File: src/rtl/irq_regpair_pkg.sv
package irq_regpair_pkg;
    localparam int SRC_W  = 32;
    localparam int ADDR_W = 3;

    typedef enum logic [ADDR_W-1:0] {
        OFS_EN_BASE  = 3'd0,
        OFS_EN_SET   = 3'd1,
        OFS_EN_CLR   = 3'd2,
        OFS_FL_BASE  = 3'd3,
        OFS_FL_SET   = 3'd4,
        OFS_FL_CLR   = 3'd5
    } reg_ofs_e;

    typedef struct packed {
        logic [SRC_W-1:0] set_mask;
        logic [SRC_W-1:0] clr_mask;
    } upd_t;

    function automatic logic [SRC_W-1:0] apply_upd(
        input logic [SRC_W-1:0] cur,
        input upd_t             u
    );
        return (cur & ~u.clr_mask) | u.set_mask;
    endfunction
endpackage

File: src/rtl/irq_decode.sv
module irq_decode
    import irq_regpair_pkg::*;
#(
    parameter int W  = SRC_W,
    parameter int AW = ADDR_W
) (
    input  logic [AW-1:0] addr,
    input  logic          we,
    input  logic [W-1:0]  wdata,
    input  logic [W-1:0]  evt,
    output upd_t          en_upd,
    output upd_t          fl_upd
);
    always_comb begin
        en_upd = '0;
        fl_upd = '0;
        fl_upd.set_mask = evt;
        if (we) begin
            unique case (addr)
                OFS_EN_SET: en_upd.set_mask = wdata;
                OFS_EN_CLR: en_upd.clr_mask = wdata;
                OFS_FL_SET: fl_upd.set_mask = evt | wdata;
                OFS_FL_CLR: fl_upd.clr_mask = wdata;
                default: ;
            endcase
        end
    end
endmodule

File: src/rtl/irq_bitreg.sv
module irq_bitreg
    import irq_regpair_pkg::*;
#(
    parameter int W = SRC_W
) (
    input  logic         clk,
    input  logic         rst,
    input  upd_t         upd,
    output logic [W-1:0] q
);
    for (genvar i = 0; i < W; i++) begin : g_bit
        always_ff @(posedge clk) begin
            if (rst)
                q[i] <= 1'b0;
            else if (upd.set_mask[i])
                q[i] <= 1'b1;
            else if (upd.clr_mask[i])
                q[i] <= 1'b0;
        end
    end
endmodule

File: src/rtl/irq_regpair.sv
module irq_regpair
    import irq_regpair_pkg::*;
(
    input  logic              clk,
    input  logic              rst,
    input  logic [ADDR_W-1:0] bus_addr,
    input  logic              bus_we,
    input  logic [SRC_W-1:0]  bus_wdata,
    output logic [SRC_W-1:0]  bus_rdata,
    input  logic [SRC_W-1:0]  evt_pulse,
    output logic              irq_req
);
    upd_t             en_upd, fl_upd;
    logic [SRC_W-1:0] en_q, fl_q;

    irq_decode #(.W(SRC_W), .AW(ADDR_W)) u_dec (
        .addr(bus_addr), .we(bus_we), .wdata(bus_wdata), .evt(evt_pulse),
        .en_upd(en_upd), .fl_upd(fl_upd)
    );

    irq_bitreg #(.W(SRC_W)) u_en (.clk(clk), .rst(rst), .upd(en_upd), .q(en_q));
    irq_bitreg #(.W(SRC_W)) u_fl (.clk(clk), .rst(rst), .upd(fl_upd), .q(fl_q));

    always_comb begin
        unique case (bus_addr)
            OFS_EN_BASE: bus_rdata = en_q;
            OFS_FL_BASE: bus_rdata = fl_q;
            default:     bus_rdata = '0;
        endcase
    end

    always_ff @(posedge clk) begin
        if (rst) irq_req <= 1'b0;
        else     irq_req <= |(en_q & fl_q);
    end
endmodule

File: config.mk
export PLATFORM = sky130hd
export DESIGN_NAME = irq_regpair
export DESIGN_NICKNAME = d
export VERILOG_FILES = /design/src/rtl/irq_regpair_pkg.sv /design/src/rtl/irq_decode.sv /design/src/rtl/irq_bitreg.sv /design/src/rtl/irq_regpair.sv
export SDC_FILE = /design/constraint.sdc
export NUM_CORES = 1
export LEC_CHECK = 0
export BUFFER_PORTS_ARGS = -buffer_cell sky130_fd_sc_hd__buf_4
export CAP_MARGIN = 10
export CORE_ASPECT_RATIO = 0.7
export CORE_MARGIN = 3
export CORE_UTILIZATION = 49
export DETAILED_ROUTE_END_ITERATION = 10
export MAX_ROUTING_LAYER = met4
export PLACE_DENSITY = 0.77
export SLEW_MARGIN = 15
export SYNTH_ARGS = -nofsm -noshare
export SYNTH_HDL_FRONTEND = slang
export SYNTH_SLANG_ARGS = --single-unit
File: constraint.sdc
create_clock -name clk -period 3.7 [get_ports clk]
set_clock_uncertainty 0.1 [all_clocks]
set_input_delay 0.74 -clock clk [delete_from_list [all_inputs] [get_ports clk]]
set_output_delay 0.74 -clock clk [all_outputs]
set_load 0.01 [all_outputs]
==> results of run 1 <==
registers in the layout, summed over array words and instances (netlist names):
| signal | cells |
|---|---|
| irq_req | 1 |
| u_fl.q | 32 |
| u_en.q | 32 |
worst max-delay path, cell delays in order:
cell and delay, ns:
buf_4 0.14, nor3_2 0.91, buf_4 0.38, a22o_1 0.19, buf_4 0.12
worst max-delay path by stage:
| stage | startpoint | depth (start not counted) | endpoint | slack [ns] |
|---|---|---|---|---|
| after floorplan | bus_addr[1] | 3 | bus_rdata[10] | 1.36 |
| after global placement | bus_addr[1] | 5 | bus_rdata[23] | 0.44 |
| after detailed placement | bus_addr[1] | 5 | bus_rdata[29] | 0.42 |
| after CTS | bus_addr[1] | 5 | bus_rdata[5] | 0.41 |
| after global routing | bus_addr[1] | 5 | bus_rdata[15] | 0.30 |
| final | bus_addr[1] | 5 | bus_rdata[5] | 0.37 |
report_power, final:
part | leakage (nW) | internal, mW | switching [mW] | total [mW]
Clock | 0.115 | 0.447 | 0.292 | 0.739
Sequential | 0.536 | 0.735 | 0.0288 | 0.764
Combinational | 1.11 | 0.102 | 0.121 | 0.222
cells in the mapped netlist (3+ instances only):
cell	count	area share (%)
a22oi_1	16	3.7
dfxtp_1	65	40
clkbuf_1	18	2.1
a21oi_1	32	4.9
o21ai_0	64	9.9
or3_1	32	6.2
nand2_1	32	3.7
a31oi_1	32	6.2
buf_2	15	2.3
nand3_1	32	4.9
buf_6	3	1.0
inv_1	33	3.8
nand4_1	4	0.77
a22o_1	32	8.6
layout make-up:
type	instances	area [sq um]
Sequential cell	65	1300
Clock buffer	9	124
Fill cell	524	2080
Tap cell	78	97.6
Clock inverter	7	119
Inverter	33	124
Timing Repair Buffer	107	803
Multi-Input combinational cell	282	1650
through the flow:
step / hold WS (ns) / cells
after floorplan: 0.362 / 417
after global placement: 0.378 / 565
after detailed placement: 0.386 / 565
after CTS: 0.399 / 581
after global routing: 0.416 / 581
final: 0.397 / 581
kinds of logic (layout without fill, tap and decap cells):
kind of cell | after synthesis | in the layout | share of synthesized area (%)
AO/OA/AOI/OAI | 177 | 177 | 33.7
buffers and inverters | 70 | 156 | 9.37
AND/OR/NAND/NOR | 105 | 105 | 16.9
flip-flops | 65 | 65 | 40.1
per-layer routing:
layer	vias to the layer above	wire length [um]	part of all wire, %	global-route usage [%]
met1	1592	4490	45	39.4
met5	-	0	0	-
li1	1698	-	-	-
met4	0	19	0.19	3.30
met3	2	1210	12	7.78
met2	213	4240	43	38.2
==> flow_summary.json, run 1 <==
{
  "place_area_sq_um": 3980,
  "routedWlPerCell_um": 17.1,
  "path_class": "in2out",
  "grt_max_degree": 66,
  "detailed_place_hpwl_um": 6540,
  "areaGrowthSynthToFinish_pct": 30.1,
  "grt_overflow_total": 0,
  "synth_edf_count": 0,
  "synth.distinct_cells": 21,
  "setup_violations": 0,
  "die_h_um": 74.1,
  "tightest_slew_ns": 1.14,
  "dr_total_vias": 3505,
  "clk_path_buf_depth": 2,
  "dieArea_sq_um": 7650,
  "post-route-util_pct": 66.9,
  "place.gp.congestion": 0.819,
  "status": "finished, final reports clean",
  "power_mw": 1.73,
  "fin_area_sq_um": 4220,
  "whs_endpoint": "u_en.q[20]",
  "slew_headroom_pct": 23.4,
  "ctsResizeCount": 0,
  "ys_seq_area_share_pct": 40.1,
  "r2r_start": "u_fl.q[17]",
  "crit_path_end_kind": "output port",
  "critPathRequiredTime_ns": 2.86,
  "reg2regPathDepth": 3,
  "syn_inst": 417,
  "drive_gt1_share_pct": 25.0,
  "fp.dieW_um": 103,
  "initial_utilization_pct": 51.4,
  "dpl_worst_slack_ns": 0.419,
  "min_path_type": "reg2reg",
  "rows": 24,
  "diodes": 0,
  "cts_buffers": 9,
  "core_sq_um": 6310,
  "fin_crit_sh_pct": 90.1,
  "layout_setup_ws_ns": 0.366,
  "path_clk_slew_ns": 0.07,
  "final_common_cell": "buf_4",
  "worstHoldPathCells": 2,
  "first_pass_iters": 5,
  "syn_nets": 487,
  "setup_tns_ns": 0,
  "power_density_nw_per_um2": 409,
  "grt_pass1_vias": 3071,
  "h-tree-depth": 3,
  "ir_drop_mv": 0.233,
  "cts_tree": "yes",
  "timing.rr.end": "irq_req",
  "first_iter_violations": 324,
  "ys_ff_latch": 65,
  "cts_setup_buffers": 0,
  "reg2reg_slack_ns": 2.22,
  "clock_latency_ns": 0.34,
  "ctsHoldBuffers": 0,
  "period_needed_ns": 3.33,
  "grt_pass1_wl_um": 15600,
  "avgViaCountPerCell": 6.03,
  "maxCapViolCount": 0,
  "antenna_found_initial": 0,
  "final_nets": 568,
  "ys.warnings.count": 0,
  "critPathArrivalTime_ns": 2.49,
  "cellLeakagePower_nw": 1.76,
  "cts_num_sinks": 65,
  "drc": 0,
  "syn_avg_cell_area_sq_um": 7.78,
  "hold_start": "u_en.q[20]",
  "hold_viol": 0,
  "final_cell_mix": "buf_4 (107), dfxtp_1 (65), o21ai_0 (64)",
  "synth_ff_type": "dfxtp_1",
  "max_freq_mhz": 300,
  "antenna_left": 0,
  "cp-start-kind": "input port",
  "path_max_fanout": 17,
  "portBuffers": 102,
  "synthArstFlopShare_pct": 0,
  "routed_wl_um": 9960,
  "ios": 103,
  "rsz0062_at_grt": "false",
  "cts-root-buf": "clkbuf_8",
  "grt_usage_pct": 27.0,
  "slew_viol_final": 0,
  "synth_area_sq_um": 3240
}
Power figures use the tool's default switching activity.
==> run 2: changes to the inputs <==
Settings changed: RECOVER_POWER from default to 50.
==> run 2 against run 1 <==
Clock power barely moved. First-iteration DRC count rose by 8.6%. Global-route usage did not move. Highest routed layer unchanged. Critical path depth did not move. Routed wire length fell by 0.74%. Register-to-register slack barely moved. Die area did not move. Final area fell by 0.33%. The run now ends with max-capacitance violations, max-slew violations left. Non-clock buffer count did not move. Final cell count did not move. Combinational power barely moved.
==> flow_summary.json, run 2 (synthesized netlist as in run 1, its figures left out) <==
{
  "grt_usage_pct": 27.0,
  "antenna_found_initial": 0,
  "cts_buffers": 9,
  "critPathRequiredTime_ns": 2.86,
  "dieArea_sq_um": 7650,
  "ios": 103,
  "slew_headroom_pct": -29.9,
  "min_path_type": "reg2reg",
  "clk_path_buf_depth": 2,
  "reg2reg_slack_ns": 2.22,
  "reg2regPathDepth": 3,
  "final_nets": 568,
  "maxCapViolCount": 1,
  "reg.largest.list": "u_en.q x32, u_fl.q x32, irq_req x1",
  "hold_viol": 0,
  "path_clk_slew_ns": 0.08,
  "antenna_left": 0,
  "ctsResizeCount": 0,
  "rows": 24,
  "routed_wl_um": 9890,
  "grt_overflow_total": 0,
  "diodes": 0,
  "fp.dieW_um": 103,
  "period_needed_ns": 3.36,
  "core_sq_um": 6310,
  "path_max_fanout": 17,
  "fin_crit_sh_pct": 90.8,
  "critPathArrivalTime_ns": 2.52,
  "h-tree-depth": 3,
  "final_cell_mix": "buf_4 (104), dfxtp_1 (65), o21ai_0 (64)",
  "fin_area_sq_um": 4210,
  "routedWlPerCell_um": 17.0,
  "rsz0062_at_grt": "false",
  "clock_latency_ns": 0.34,
  "cts_num_sinks": 65,
  "r2r_start": "u_fl.q[17]",
  "grt_max_degree": 66,
  "drc": 0,
  "setup_tns_ns": 0,
  "crit_end": "bus_rdata[5]",
  "status": "finished with violations",
  "setup_violations": 0,
  "worstSetupStartpoint": "bus_addr[1]",
  "final_common_cell": "buf_4",
  "detailed_place_hpwl_um": 6540,
  "drive_gt1_share_pct": 24.3,
  "first_iter_violations": 352,
  "dr_total_vias": 3516,
  "power_density_nw_per_um2": 409,
  "timing.rr.end": "irq_req",
  "violations": "max-capacitance violations, max-slew violations",
  "grt_pass1_wl_um": 15600,
  "first_pass_iters": 5,
  "cts_setup_buffers": 0,
  "place_area_sq_um": 3980,
  "final_cells": 581,
  "die_h_um": 74.1,
  "cts_tree": "yes",
  "ir_drop_mv": 0.233,
  "slew_viol_final": 65,
  "initial_utilization_pct": 51.4,
  "post-place-cells": 565,
  "ctsHoldBuffers": 0,
  "portBuffers": 102,
  "crit_path_end_kind": "output port",
  "cts-root-buf": "clkbuf_8",
  "tightest_slew_ns": 1.95,
  "whs_ns": 0.399,
  "cellLeakagePower_nw": 1.75,
  "fillCellCount": 529,
  "cp-start-kind": "input port",
  "avgViaCountPerCell": 6.05,
  "place.gp.congestion": 0.819,
  "path_class": "in2out",
  "areaGrowthSynthToFinish_pct": 29.7,
  "grt_pass1_vias": 3071,
  "max_freq_mhz": 298
}
run 2: cell type report:
cell class | count | area [sq um] | area share, %
Tap cell | 78 | 97.6 | 2.32
Timing Repair Buffer | 107 | 792 | 18.8
Clock buffer | 9 | 124 | 2.94
Multi-Input combinational cell | 282 | 1650 | 39.2
Inverter | 33 | 124 | 2.94
Sequential cell | 65 | 1300 | 30.9
Clock inverter | 7 | 119 | 2.82
run 2: critical path: stages:
cell and delay (ns):
clkbuf_1 0.15, nor3_2 0.93, buf_4 0.38, a22o_1 0.19
buf_4 0.12
run 2: worst min-delay path by stage:
stage	startpoint	to	slack [ns]	depth (start not counted)
6_report	u_en.q[21]	u_en.q[21]	0.40	2
5_1_grt	u_en.q[21]	u_en.q[21]	0.42	2
4_1_cts	u_en.q[11]	u_en.q[11]	0.40	2
3_5_place_dp	u_en.q[0]	u_en.q[0]	0.39	2
3_3_place_gp	u_en.q[21]	u_en.q[21]	0.38	2
2_1_floorplan	u_en.q[29]	u_en.q[29]	0.36	2
run 2: routing by layer:
metal,vias up,wire (um),GRT usage (%)
li1,1700,-,-
met1,1606,4560,39.4
met3,8,1120,7.78
met5,-,0,-
met4,0,61,3.30
met2,202,4150,38.2
run 2: stage by stage:
stage	utilization [%]	setup WS, ns	power (mW)
3_3_place_gp	63.1	0.441	0.993
6_report	66.7	0.340	1.72
3_5_place_dp	63.1	0.419	0.999
5_1_grt	66.7	0.234	1.79
2_1_floorplan	-	1.36	0.887
4_1_cts	66.9	0.413	1.73
run 2: report_power, final:
part           leakage, nW  switching (mW)  internal, mW  total (mW)
registers            0.536          0.0290         0.735       0.764
clock network        0.115           0.290         0.447       0.738
logic                 1.09           0.120        0.0996       0.220
==> run 3: changes to the inputs <==
--- a/config.mk
+++ b/config.mk
@@ -7,2 +7,3 @@
 export LEC_CHECK = 0
+export ABC_AREA = 1
 export BUFFER_PORTS_ARGS = -buffer_cell sky130_fd_sc_hd__buf_4
@@ -14,3 +15,3 @@
 export MAX_ROUTING_LAYER = met4
-export PLACE_DENSITY = 0.77
+export PLACE_DENSITY = 0.76
 export RECOVER_POWER = 50
==> constraint.sdc (replaced) <==
create_clock -name clk -period 3.7 [get_ports clk]
set_clock_uncertainty 0.1 [all_clocks]
set_input_delay 1.11 -clock clk [delete_from_list [all_inputs] [get_ports clk]]
set_output_delay 1.11 -clock clk [all_outputs]
set_load 0.01 [all_outputs]
==> run 3 against run 2 <==
The flow now finishes without violations. Critical path type unchanged. Critical path depth is 1 higher. Clock power decreased by 28%. Synthesized cell count rose by 31%. Sequential power hardly changed. Final cell count up 26%. Flip-flop and latch count unchanged. Utilization shrank 1.1 points. Highest routed layer unchanged. Fmax is 0.98% higher.
==> flow_summary.json, run 3 <==
{
  "status": "finished, final reports clean",
  "core_sq_um": 6850,
  "crit_top_cell": "buf_4",
  "post-synth-top-count-cell": "nand2_1",
  "routedWlPerCell_um": 14.6,
  "hold_viol": 0,
  "cts-root-buf": "clkbuf_8",
  "use_met2_pct": 41.7,
  "min_path_type": "reg2reg",
  "cts_buffers": 9,
  "drc": 0,
  "antenna_left": 0,
  "h-tree-depth": 3,
  "grt_max_degree": 66,
  "max_freq_mhz": 301,
  "path_cells": "buf_4, nor2_4, buf_4, nand3_1, nand2_1, buf_4",
  "cts_setup_buffers": 0,
  "grt_overflow_total": 0,
  "routed_wl_um": 10700,
  "power_density_nw_per_um2": 345,
  "antenna_found_initial": 0,
  "setup_tns_ns": 0,
  "post-place-cells": 718,
  "max_stage_delay_ns": 0.27,
  "syn_avg_cell_area_sq_um": 6.40,
  "grtUsageMet3_pct": 4.88,
  "first_pass_iters": 5,
  "ys.warnings.count": 0,
  "place.gp.congestion": 0.815,
  "netlist_top_cells_count": "nand2_1 (136), nand3_1 (97), dfxtp_1 (65), inv_1 (53), a21oi_1 (46)",
  "dr_total_vias": 4051,
  "maxCapViolCount": 0,
  "period_needed_ns": 3.33,
  "critPathRequiredTime_ns": 2.49,
  "cellLeakagePower_nw": 2.21,
  "yosys.area.top_type_share_pct": 37.2,
  "reg2reg_slack_ns": 2.58,
  "syn_nets": 617,
  "ir_drop_mv": 0.152,
  "synthArstFlopShare_pct": 0,
  "ys_seq_area_share_pct": 37.2,
  "rows": 25,
  "multi_input_comb_area_sq_um": 1840,
  "drive_gt1_share_pct": 20.3,
  "grt_pass1_wl_um": 17600,
  "worstHoldPathCells": 2,
  "ctsResizeCount": 0,
  "die_h_um": 76.7,
  "synth_area_sq_um": 3500,
  "ys_ff_latch": 65,
  "syn_inst": 547,
  "yosysTopAreaCell": "dfxtp_1",
  "initial_utilization_pct": 51.1,
  "synthTopCellsByArea": "dfxtp_1 (37%), nand2_1 (15%), nand3_1 (14%)",
  "cts_num_sinks": 65,
  "final-seq-area_sq_um": 1300,
  "cts_tree": "yes",
  "cp-start-kind": "input port",
  "reg.largest.list": "u_en.q x32, u_fl.q x32, irq_req x1",
  "ios": 103,
  "rsz0062_at_grt": "false",
  "grt_busiest_layer": "met2",
  "dieArea_sq_um": 8210,
  "diodes": 0,
  "clk_path_buf_depth": 2,
  "final_nets": 705,
  "use_met1_pct": 35.5,
  "path_class": "in2out",
  "crit_path_end_kind": "output port",
  "avgViaCountPerCell": 5.54,
  "critPathArrivalTime_ns": 2.12,
  "cp.depth": 6,
  "crit_slowest_cell": "buf_4",
  "cp_num_buf_inv": 3,
  "setup_violations": 0,
  "final_cells": 731,
  "fp.dieW_um": 107,
  "fin_crit_sh_pct": 89.9,
  "path_max_fanout": 35,
  "slew_headroom_pct": 8.99,
  "tightest_slew_ns": 1.37,
  "fillCellCount": 607,
  "portBuffers": 102,
  "synth_ff_type": "dfxtp_1",
  "final_cell_mix": "nand2_1 (136), buf_4 (110), nand3_1 (97)",
  "grt_pass1_vias": 3812,
  "final_common_cell": "nand2_1",
  "reg2regPathDepth": 6,
  "slew_viol_final": 0,
  "grt_usage_pct": 26.7,
  "first_iter_violations": 298,
  "path_clk_slew_ns": 0.06,
  "synth.distinct_cells": 18,
  "synth_edf_count": 0,
  "areaGrowthSynthToFinish_pct": 28.4,
  "clock_latency_ns": 0.33,
  "crit_family": "buffers and inverters",
  "ctsHoldBuffers": 0,
  "detailed_place_hpwl_um": 7310
}
==> run 3: changes by cell type after synthesis, sizes merged, moves of 14 or more <==
cell	before	now
a21oi	32	46
a22o	32	0
a22oi	16	0
inv	33	54
nand2	32	137
nand3	32	97
or3	32	0
==> run 3: kinds of logic after synthesis <==
logic type	count (synthesis)	synth area share [%]
simple gates	247	30.3
compound gates	142	21.9
flops	65	37.2
buf+inv	93	10.6
==> run 3: per-stage QoR <==
| stage | setup WS (ns) | cell area [sq um] | power [mW] | utilization (%) | hold WS, ns |
|---|---|---|---|---|---|
| floorplan | 0.564 | 3500 | 0.906 | - | 0.363 |
| global placement | 0.408 | 4350 | 1.02 | 63.4 | 0.378 |
| detailed placement | 0.375 | 4350 | 1.03 | 63.4 | 0.387 |
| CTS | 0.383 | 4510 | 1.56 | 65.9 | 0.398 |
| global route | 0.264 | 4500 | 1.61 | 65.6 | 0.412 |
| finish | 0.373 | 4500 | 1.55 | 65.6 | 0.393 |
==> run 3: path summary, 6_finish.rpt <==
path,startpoint,end
min,u_en.q[31],u_en.q[31]
max reg2reg,u_fl.q[16],irq_req
min reg2reg,u_en.q[31],u_en.q[31]
max,bus_addr[0],bus_rdata[10]
==> run 3: area by class of cell <==
class / count / area share, %
Multi-Input combinational cell: 389 / 40.9
Timing Repair Buffer: 116 / 19.3
Tap cell: 94 / 2.62
Sequential cell: 65 / 28.9
Inverter: 54 / 4.51
Clock buffer: 13 / 3.76
==> run 3: worst min-delay path, stage by stage, from the launching register on <==
cell,delay [ns]
dfxtp_1,0.32
o21ai_0,0.07
a21oi_1,0.06
==> run 3: layer usage <==
layer / wire, um / vias up
met4: 107 / 0
li1: - / 1999
met5: 0 / -
met3: 998 / 15
met2: 4910 / 222
met1: 4680 / 1815
==> run 3: where the power goes <==
| group | internal [mW] | switching [mW] |
|---|---|---|
| logic | 0.108 | 0.144 |
| registers | 0.736 | 0.0261 |
| clock network | 0.288 | 0.247 |
| total | 1.13 | 0.418 |
